==> src/rtl/chip_erase_pkg.sv <==
package chip_erase_pkg;

  localparam logic [7:0] OP_STATUS = 8'hD7;

  typedef enum logic [2:0] {
    DEC_IDLE,
    DEC_ERASE,
    DEC_ARMED,
    DEC_STATUS,
    DEC_DROP
  } dec_state_t;

  // expected erase command byte at position idx
  function automatic logic [7:0] erase_byte(input logic [1:0] idx);
    case (idx)
      2'd0:    erase_byte = 8'hC7;
      2'd1:    erase_byte = 8'h94;
      2'd2:    erase_byte = 8'h80;
      default: erase_byte = 8'h9A;
    endcase
  endfunction

endpackage

==> src/rtl/ce_serial_rx.sv <==
module ce_serial_rx (
  input  logic       clk,
  input  logic       rst_n,
  input  logic       cs_n,
  input  logic       sclk,
  input  logic       sdi,
  output logic       sclk_rise,
  output logic       cs_rise,
  output logic       byte_done,
  output logic [7:0] byte_val
);
  logic       sclk_q;
  logic       cs_q;
  logic [6:0] shreg;
  logic [2:0] bcnt;

  assign sclk_rise = sclk & ~sclk_q & ~cs_n;
  assign cs_rise   = cs_n & ~cs_q;
  assign byte_done = sclk_rise && (bcnt == 3'd7);
  assign byte_val  = {shreg, sdi};

  always_ff @(posedge clk) begin
    if (!rst_n) begin
      sclk_q <= 1'b0;
      cs_q   <= 1'b1;
      shreg  <= '0;
      bcnt   <= '0;
    end else begin
      sclk_q <= sclk;
      cs_q   <= cs_n;
      if (cs_n) begin
        bcnt <= '0;
      end else if (sclk_rise) begin
        shreg <= {shreg[5:0], sdi};
        bcnt  <= bcnt + 3'd1;
      end
    end
  end

endmodule

==> src/rtl/ce_cmd_dec.sv <==
module ce_cmd_dec
  import chip_erase_pkg::*;
(
  input  logic       clk,
  input  logic       rst_n,
  input  logic       cs_n,
  input  logic       byte_done,
  input  logic [7:0] byte_val,
  input  logic       busy,
  output logic       armed,
  output logic       rd_mode
);
  dec_state_t state;
  logic [1:0] idx;

  assign armed   = (state == DEC_ARMED);
  assign rd_mode = (state == DEC_STATUS);

  always_ff @(posedge clk) begin
    if (!rst_n) begin
      state <= DEC_IDLE;
      idx   <= '0;
    end else if (cs_n) begin
      state <= DEC_IDLE;
      idx   <= '0;
    end else if (byte_done) begin
      case (state)
        DEC_IDLE: begin
          if (byte_val == OP_STATUS) begin
            state <= DEC_STATUS;
          end else if (byte_val == erase_byte(2'd0) && !busy) begin
            state <= DEC_ERASE;
            idx   <= 2'd1;
          end else begin
            state <= DEC_DROP;
          end
        end
        DEC_ERASE: begin
          if (byte_val == erase_byte(idx)) begin
            if (idx == 2'd3) state <= DEC_ARMED;
            else             idx   <= idx + 2'd1;
          end else begin
            state <= DEC_DROP;
          end
        end
        default: state <= state;
      endcase
    end
  end

endmodule

==> src/rtl/ce_erase_timer.sv <==
module ce_erase_timer #(
  parameter int SECTORS      = 5,
  parameter int ERASE_CYCLES = 2000000
) (
  input  logic               clk,
  input  logic               rst_n,
  input  logic               start,
  input  logic               wp,
  input  logic [SECTORS-1:0] prot_cfg,
  input  logic [SECTORS-1:0] lock_mask,
  output logic               busy,
  output logic [SECTORS-1:0] eff_prot,
  output logic [SECTORS-1:0] erase_en
);
  localparam int CNT_W = (ERASE_CYCLES > 2) ? $clog2(ERASE_CYCLES) : 1;
  localparam logic [CNT_W-1:0] CNT_LOAD = CNT_W'(ERASE_CYCLES - 1);

  logic [CNT_W-1:0] left;

  always_ff @(posedge clk) begin
    if (!rst_n) begin
      busy     <= 1'b0;
      left     <= '0;
      eff_prot <= '0;
      erase_en <= '0;
    end else begin
      if (!busy) eff_prot <= lock_mask | (wp ? prot_cfg : '0);
      if (start && !busy) begin
        busy     <= 1'b1;
        left     <= CNT_LOAD;
        erase_en <= ~eff_prot;
      end else if (busy) begin
        if (left == '0) begin
          busy     <= 1'b0;
          erase_en <= '0;
        end else begin
          left <= left - 1'b1;
        end
      end
    end
  end

  // assertion-only busy run counter
  int run_q;
  always_ff @(posedge clk) begin
    if (!rst_n)    run_q <= 0;
    else if (busy) run_q <= run_q + 1;
    else           run_q <= 0;
  end

  p_busy_len_r6: assert property (@(posedge clk) disable iff (!rst_n)
    $fell(busy) |-> run_q == ERASE_CYCLES);
  p_en_idle_r7: assert property (@(posedge clk) disable iff (!rst_n)
    !busy |-> erase_en == '0);
  p_en_skips_prot_r7: assert property (@(posedge clk) disable iff (!rst_n)
    busy |-> (erase_en & eff_prot) == '0);
  p_en_held_r7: assert property (@(posedge clk) disable iff (!rst_n)
    busy && $past(busy) |-> $stable(erase_en));
  p_prot_frozen_r8: assert property (@(posedge clk) disable iff (!rst_n)
    busy && $past(busy) |-> $stable(eff_prot));
  p_no_retrigger_r9: assert property (@(posedge clk) disable iff (!rst_n)
    busy |-> !start);

endmodule

==> src/rtl/ce_status_tx.sv <==
module ce_status_tx #(
  parameter int SECTORS = 5
) (
  input  logic               clk,
  input  logic               rst_n,
  input  logic               cs_n,
  input  logic               sclk_rise,
  input  logic               byte_done,
  input  logic               rd_mode,
  input  logic               busy,
  input  logic [SECTORS-1:0] eff_prot,
  output logic               sdo
);
  localparam int PAD = 7 - SECTORS;

  logic [7:0] sreg;
  logic [7:0] snap;

  assign snap = {~busy, {PAD{1'b0}}, eff_prot};
  assign sdo  = rd_mode & ~cs_n & sreg[7];

  always_ff @(posedge clk) begin
    if (!rst_n)          sreg <= '0;
    else if (byte_done)  sreg <= snap;
    else if (sclk_rise)  sreg <= {sreg[6:0], 1'b0};
  end

endmodule

==> src/rtl/chip_erase_ctl.sv <==
module chip_erase_ctl #(
  parameter int SECTORS      = 5,
  parameter int ERASE_CYCLES = 2000000
) (
  input  logic               clk,
  input  logic               rst_n,
  input  logic               cs_n,
  input  logic               sclk,
  input  logic               sdi,
  output logic               sdo,
  input  logic               wp,
  input  logic [SECTORS-1:0] prot_cfg,
  input  logic [SECTORS-1:0] lock_mask,
  output logic               busy,
  output logic [SECTORS-1:0] erase_en
);
  logic               sclk_rise, cs_rise, byte_done;
  logic [7:0]         byte_val;
  logic               armed, rd_mode, start;
  logic [SECTORS-1:0] eff_prot;

  assign start = cs_rise & armed;

  ce_serial_rx u_rx (
    .clk(clk), .rst_n(rst_n), .cs_n(cs_n), .sclk(sclk), .sdi(sdi),
    .sclk_rise(sclk_rise), .cs_rise(cs_rise),
    .byte_done(byte_done), .byte_val(byte_val)
  );

  ce_cmd_dec u_dec (
    .clk(clk), .rst_n(rst_n), .cs_n(cs_n), .byte_done(byte_done),
    .byte_val(byte_val), .busy(busy), .armed(armed), .rd_mode(rd_mode)
  );

  ce_erase_timer #(.SECTORS(SECTORS), .ERASE_CYCLES(ERASE_CYCLES)) u_tmr (
    .clk(clk), .rst_n(rst_n), .start(start), .wp(wp),
    .prot_cfg(prot_cfg), .lock_mask(lock_mask),
    .busy(busy), .eff_prot(eff_prot), .erase_en(erase_en)
  );

  ce_status_tx #(.SECTORS(SECTORS)) u_tx (
    .clk(clk), .rst_n(rst_n), .cs_n(cs_n), .sclk_rise(sclk_rise),
    .byte_done(byte_done), .rd_mode(rd_mode), .busy(busy),
    .eff_prot(eff_prot), .sdo(sdo)
  );

  // erase may only begin right after chip select is released
  p_start_on_release_r2: assert property (@(posedge clk) disable iff (!rst_n)
    $rose(busy) |-> $past(cs_n) && !$past(cs_n, 2));

endmodule

==> config.mk <==
export PLATFORM = sky130hd
export DESIGN_NAME = chip_erase_ctl
export DESIGN_NICKNAME = d
export VERILOG_FILES = /design/src/rtl/chip_erase_pkg.sv /design/src/rtl/ce_serial_rx.sv /design/src/rtl/ce_cmd_dec.sv /design/src/rtl/ce_erase_timer.sv /design/src/rtl/ce_status_tx.sv /design/src/rtl/chip_erase_ctl.sv
export SDC_FILE = /design/constraint.sdc
export NUM_CORES = 1
export LEC_CHECK = 0
export CORE_MARGIN = 4
export CORE_UTILIZATION = 35
export CTS_BUF_LIST = sky130_fd_sc_hd__clkbuf_8
export CTS_CLUSTER_SIZE = 14
export DETAILED_ROUTE_END_ITERATION = 8
export SETUP_SLACK_MARGIN = 0.3
export SLEW_MARGIN = 30
export SYNTH_ARGS = -nofsm -noshare
export SYNTH_HDL_FRONTEND = slang
export SYNTH_HIERARCHICAL = 1
export SYNTH_SLANG_ARGS = --single-unit
export TNS_END_PERCENT = 20
==> constraint.sdc <==
create_clock -name clk -period 2.1 [get_ports clk]
set_input_delay 0.42 -clock clk [delete_from_list [all_inputs] [get_ports clk]]
set_output_delay 0.42 -clock clk [all_outputs]
set_load 0.02 [all_outputs]
After elaboration in Yosys (flattened, before gate mapping)
Index checks and enable logic that the tools add are counted.
{"block": "word_totals", "ff_bits": 57, "wordCells": 93}
{"block": "classes", "addsub": 3, "n_eq_ne": 16, "n_mux": 27, "bitwise": 14, "reduce_logical": 20}
{"cell": "two-way mux 21 bit", "n": 3}
{"cell": "two-way mux 8 bit", "n": 6}
{"cell": "logical NOT 21 bit", "n": 1}
{"cell": "one-hot mux 7 bit (3 select lines)", "n": 1}
{"cell": "subtractor 21 x 1 -> 21 bit (second input constant)", "n": 1}
{"cell": "two-way mux 5 bit", "n": 4}
{"cell": "equality test 8 bit (second input constant)", "n": 2}
{"cell": "two-way mux 3 bit", "n": 4}
{"cell": "equality test 8 bit", "n": 1}
{"cell": "two-way mux 2 bit", "n": 4}
{"cell": "AND reduction 2 bit", "n": 4}
{"cell": "nonzero test 2 bit", "n": 4}
{"cell": "AND 1 bit", "n": 6}
{"cell": "equality test 3 x 2 -> 1 bit (second input constant)", "n": 2}
{"cell": "!= test 2 x 1 -> 1 bit (second input constant)", "n": 3}
{"cell": "NOT 1 bit", "n": 6}
{"cell": "one-hot mux 3 bit (2 select lines)", "n": 1}
{"cell": "AND reduction 6 bit", "n": 1}
{"cell": "OR reduction 2 bit", "n": 3}
{"cell": "NOT 5 bit", "n": 1}
{"cell": "OR 5 bit", "n": 1}
{"cell": "equality test 2 bit (second input constant)", "n": 2}
{"cell": "!= test 2 bit (second input constant)", "n": 2}
{"cell": "one-hot mux 2 bit (2 select lines)", "n": 1}
{"cell": "12 further kinds", "n": 16}

Longest topological paths before layout
{"block": "logic_depth", "ltp_word": 10, "ltp_mapped": 8, "depth_no_buf": 7}

Cells and area by module
The synthesis kept the hierarchy.
{"mod": "ce_erase_timer", "instances": 1, "cells_per_inst": 180, "area_each_um2": 1562.7}
{"mod": "ce_serial_rx", "instances": 1, "cells_per_inst": 50, "area_each_um2": 504.2}
{"mod": "ce_cmd_dec", "instances": 1, "cells_per_inst": 55, "area_each_um2": 491.7}
{"mod": "ce_status_tx", "instances": 1, "cells_per_inst": 34, "area_each_um2": 374.1}
{"mod": "chip_erase_ctl", "instances": 1, "cells_per_inst": 1, "area_each_um2": 6.3}

Worst setup path before layout
Ideal clock, no wire load.
{"block": "synth_timing", "path_type": "register to register", "start": "register u_dec.idx[0]", "end": "register u_dec.idx[1]", "arrival_time_ns": 2.122, "required_ns": 1.984, "path_slack_ns": -0.138, "path_stages_with_launch": 8, "n_path_buf": 0, "synth_period_minus_slack_ns": 2.238, "path_cell_list": "dfxtp_1 > inv_1 > ha_1 > or3_1 > a211o_1 > a2111oi_4 > o221ai_2 > a31o_1"}
{"block": "synth_via", "elab_chain_len": 9}
{"item": "start, declared", "line": "ce_cmd_dec.sv:14", "source": "logic [1:0] idx;"}
{"item": "start signal, assigned", "line": "ce_cmd_dec.sv:41", "source": "else idx <= idx + 2'd1;"}
{"item": "equality test 2 bit, or another cell as far along", "line": "chip_erase_pkg.sv:15", "source": "case (idx)"}
{"item": "one-hot mux 7 bit (3 select lines)", "line": "chip_erase_pkg.sv:15"}
{"item": "two-way mux 8 bit", "line": "ce_cmd_dec.sv:27", "source": "case (state)"}
{"item": "two-way mux 8 bit", "line": "ce_cmd_dec.sv:26", "source": "end else if (byte_done) begin"}
{"item": "two-way mux 8 bit", "line": "ce_cmd_dec.sv:23", "source": "end else if (cs_n) begin"}
{"item": "two-way mux 8 bit", "line": "ce_cmd_dec.sv:20", "source": "if (!rst_n) begin"}
{"item": "equality test 8 bit", "line": "ce_cmd_dec.sv:39", "source": "if (byte_val == erase_byte(idx)) begin"}
{"item": "!= test 2 x 1 -> 1 bit (no source line)"}
{"item": "AND reduction 6 bit (no source line)"}
Parallel ways exist; a longest one is shown, timed or not. The select of a mux whose other input is x is not followed.
A chain may end at the register's enable or synchronous reset.

Final worst setup path
{"block": "layout_timing", "start": "register u_dec.idx[1]", "end": "register u_dec.state[1]"}
{"block": "layout_via", "elab_chain_len": 9}
{"item": "equality test 2 bit, or another cell as far along", "line": "chip_erase_pkg.sv:15"}
{"item": "one-hot mux 7 bit (3 select lines)", "line": "chip_erase_pkg.sv:15"}
{"item": "two-way mux 8 bit", "line": "ce_cmd_dec.sv:27"}
{"item": "two-way mux 8 bit", "line": "ce_cmd_dec.sv:26"}
{"item": "two-way mux 8 bit", "line": "ce_cmd_dec.sv:23"}
{"item": "two-way mux 8 bit", "line": "ce_cmd_dec.sv:20"}
{"item": "equality test 8 bit", "line": "ce_cmd_dec.sv:39"}
{"item": "!= test 3 bit (no source line) / two-way mux 3 bit (equally long branches)"}
{"item": "AND reduction 3 bit (no source line) / one-hot mux 3 bit (2 select lines) (equally long branches)"}
{"item": "end signal, assigned", "line": "ce_cmd_dec.sv:46", "source": "default: state <= state;"}
{"item": "end, declared", "line": "ce_cmd_dec.sv:13", "source": "dec_state_t state;"}
Parallel ways exist; a longest one is shown, timed or not. The select of a mux whose other input is x is not followed.

==> impl_metrics.toml <==
[critical_path]
crit_start = "u_dec/idx[1]"
crit_type = "flop to flop"
cp.required_ps = 2320
crit_arrival_ps = 2270
reg2reg_slack_ps = 50
r2r_end = "u_dec/state[1]"
cp_max_fo = 4
crit_path_start_kind = "flop"
rr_worst_depth = 8
rr_startpoint = "u_dec/idx[1]"
endpoint_kind = "flop"

[detailed_routing]
antenna_left = 0
via_per_inst = 5.240
post_drt_wl_per_cell_um = 14.84
drtIter0Drc = 98
dr.pass1.iters = 4
drt-total-wl_um = 7363
route.detailed.drc = 0
vias = 2599

[global_routing]
grt_use_met1 = 0.1866
grt_pass1_wl_um = 11700
busiest_layer = "met2"
grt_pass1_vias = 2508
grt_use_total = 0.1455
met2_usage = 0.2397
use_met3 = 0.03506
grt_antenna_before_repair = 0
grt-ovfl-total = 0
grt_max_degree = 24

[hold_path]
hold_depth = 2
hold_start = "sclk"
hold-path-endpoint = "u_rx/sclk_q"
hold_class = "primary input to flop"

[timing]
worst_pin_slew_ps = 500.6
fin_setup_tns_ps = 0
fmax_mhz = 488.0
period_minus_slack_ps = 2049
rsz0062_at_grt = "yes"
drv_slew = 0
relSlewSlack = 0.6616
fin_crit_sh = 0.9757
hold_viol_final = 0
finClkSkew_ps = 8.305
finalSetupViolCount = 0

[power]
p_int_mw = 1.703
pwr-share-seq = 0.488
p_per_area_nw_per_um2 = 561.9
p_switching_uw = 545.8
switching_share = 0.2427
ir_worst_vdd_mv = 0.3872
p_leak_nw = 1.533
fin_total_pwr_mw = 2.249
p_comb_frac = 0.048
clkPwrFrac = 0.464

[synthesis]
avgSynthCellArea_um2 = 9.185
ys_seq_area_frac = 0.3883
synthCells = 320
synth_area_um2 = 2939
synth_most_common_cell = "dfxtp_1"
synth_edf_count = 0
ys_ff_latch = 57
ys_warn_count = 6
synth.net_count = 345
yosys.area.top_type_share = 0.3883
async_flop_share = 0
synth_top_area_cell = "dfxtp_1"
ys_top_cells_by_count = "dfxtp_1 (57), nor2_1 (29), a21oi_1 (22)"
synth.distinct_cells = 63
ys_top_cells_by_area = "dfxtp_1 (39%), ha_1 (3.8%), a21oi_1 (3.7%)"
synth_ff_type = "dfxtp_1"

[clock_tree]
hold_buffers = 0
clk_latency_ps = 340
path_clk_slew_ps = 70
numCtsBuffers = 9
htreeDepth = 3
cts_root_buf = "clkbuf_8"
cts.sinks = 57
cts_tree = "done"
clockBufferDepth = 2

[floorplanning]
core_um2 = 8175
fp.dieW_um = 99.64
floorplan.io_pins = 23
die_area_um2 = 9927
dieHeight_um = 99.64
start_util = 0.3595
rows = 33

[run]
drv_cap = 0

[placed_design]
place_hpwl_um = 4914
gp_congestion = 0.7871
port-buffer-count = 22

[outcome]
status = "finished clean"

[final_layout]
n_antenna_cell = 0
finalNetCount = 411
area.growth.synth_to_final_pct = 36.19
drive_gt1_frac = 0.3248
[cell usage in the layout (no fill, tap or decap), drive strengths merged, types with 3 or more instances in the layout]
master,n
nor3,11
dlymetal6s2s,3
and2,5
mux2,5
clkinv,3
buf,44
nand2,16
xor2,8
nor3b,3
a21oi,24
a211oi,10
o21ai,14
ha,9
o211a,5
nor2,29
nand2b,8
mux2i,8
dfxtp,57
nand4,5
nor2b,5
xnor2,5
clkbuf,10
nand3,14
nand3b,3
inv,16
a22oi,3
or4,5
clkdlybuf4s50,18
nor4,9
[how the worst max path moves through the flow]
stage               slack [ps]  cells past startpoint        endpoint
CTS                         50                      7    u_dec/idx[0]
detailed placement        -150                      4             sdo
finish                      50                      8  u_dec/state[1]
global route               -30                      8    u_dec/idx[1]
global placement          -140                      4             sdo
floorplan                  110                      7    u_dec/idx[1]
[per-layer routing]
layer	share of wire	wire length (µm)
met5	0	0
met4	0.0098	72
met3	0.028	207
met2	0.51	3746
met1	0.45	3337
[worst max-delay path, cell delays in order, from the launching register on]
cell      delay, ps
dfxtp_2         360
inv_4            50
ha_4            150
or3_1           360
a211o_1         320
a211oi_2        240
buf_4           160
and4bb_2        240
a211oi_2         50
[power groups by stage]
stage | Combinational [mW] | Clock, mW | Sequential [mW]
after floorplan | 0.0558 | 0 | 1.12
after global placement | 0.102 | 0 | 1.12
after detailed placement | 0.103 | 0 | 1.12
after CTS | 0.104 | 1.09 | 1.10
after global routing | 0.118 | 1.12 | 1.10
final | 0.107 | 1.04 | 1.10
[area by class of cell]
cell class / count / area (µm²)
Inverter: 15 / 66.31
Sequential cell: 57 / 1157
Tap cell: 105 / 131.4
Clock inverter: 7 / 77.57
Clock buffer: 9 / 123.9
Timing Repair Buffer: 66 / 603.1
Multi-Input combinational cell: 237 / 1843
Fill cell: 777 / 4173
[kinds of logic after synthesis]
logic type | count (synthesis) | synth area share
AO/OA/AOI/OAI | 74 | 0.1822
XOR/XNOR | 13 | 0.03874
adder cells (fa/ha/maj) | 9 | 0.03831
buffers and inverters | 27 | 0.05534
flip-flops | 57 | 0.3882
multiplexers | 13 | 0.04640
AND/OR/NAND/NOR | 127 | 0.2507
[sequential cells by signal, summed over array words and instances (netlist names)]
signal / flops
u_tmr/left: 21
u_tx/sreg: 8
u_rx/shreg: 7
u_tmr/eff_prot: 5
u_tmr/erase_en: 5
u_dec/state: 3
u_rx/bcnt: 3
u_dec/idx: 2
u_rx/cs_q: 1
u_rx/sclk_q: 1
u_tmr/busy: 1
[per-stage QoR]
step / hold WS, ps / cell area, µm² / setup WS (ps) / utilization / std cells
6_report: 329.2 / 4003 / 50.97 / 0.4896 / 496
3_5_place_dp: 487.8 / 3441 / -154.7 / 0.4209 / 466
2_1_floorplan: 449.1 / 2958 / 112.6 / - / 320
5_1_grt: 369.0 / 4003 / -34.39 / 0.4896 / 496
3_3_place_gp: 479.7 / 3441 / -141.2 / 0.4209 / 466
4_1_cts: 501.2 / 3669 / 45.84 / 0.4487 / 484
[timing repair]
action | in CTS | in global routing
setup endpoints to repair | 34 | 40
pin swaps | 2 | 45
cloned | 0 | 1
resized for setup | 4 | 64
setup buffers | 2 | 11
(Power assumes the default switching activity.)
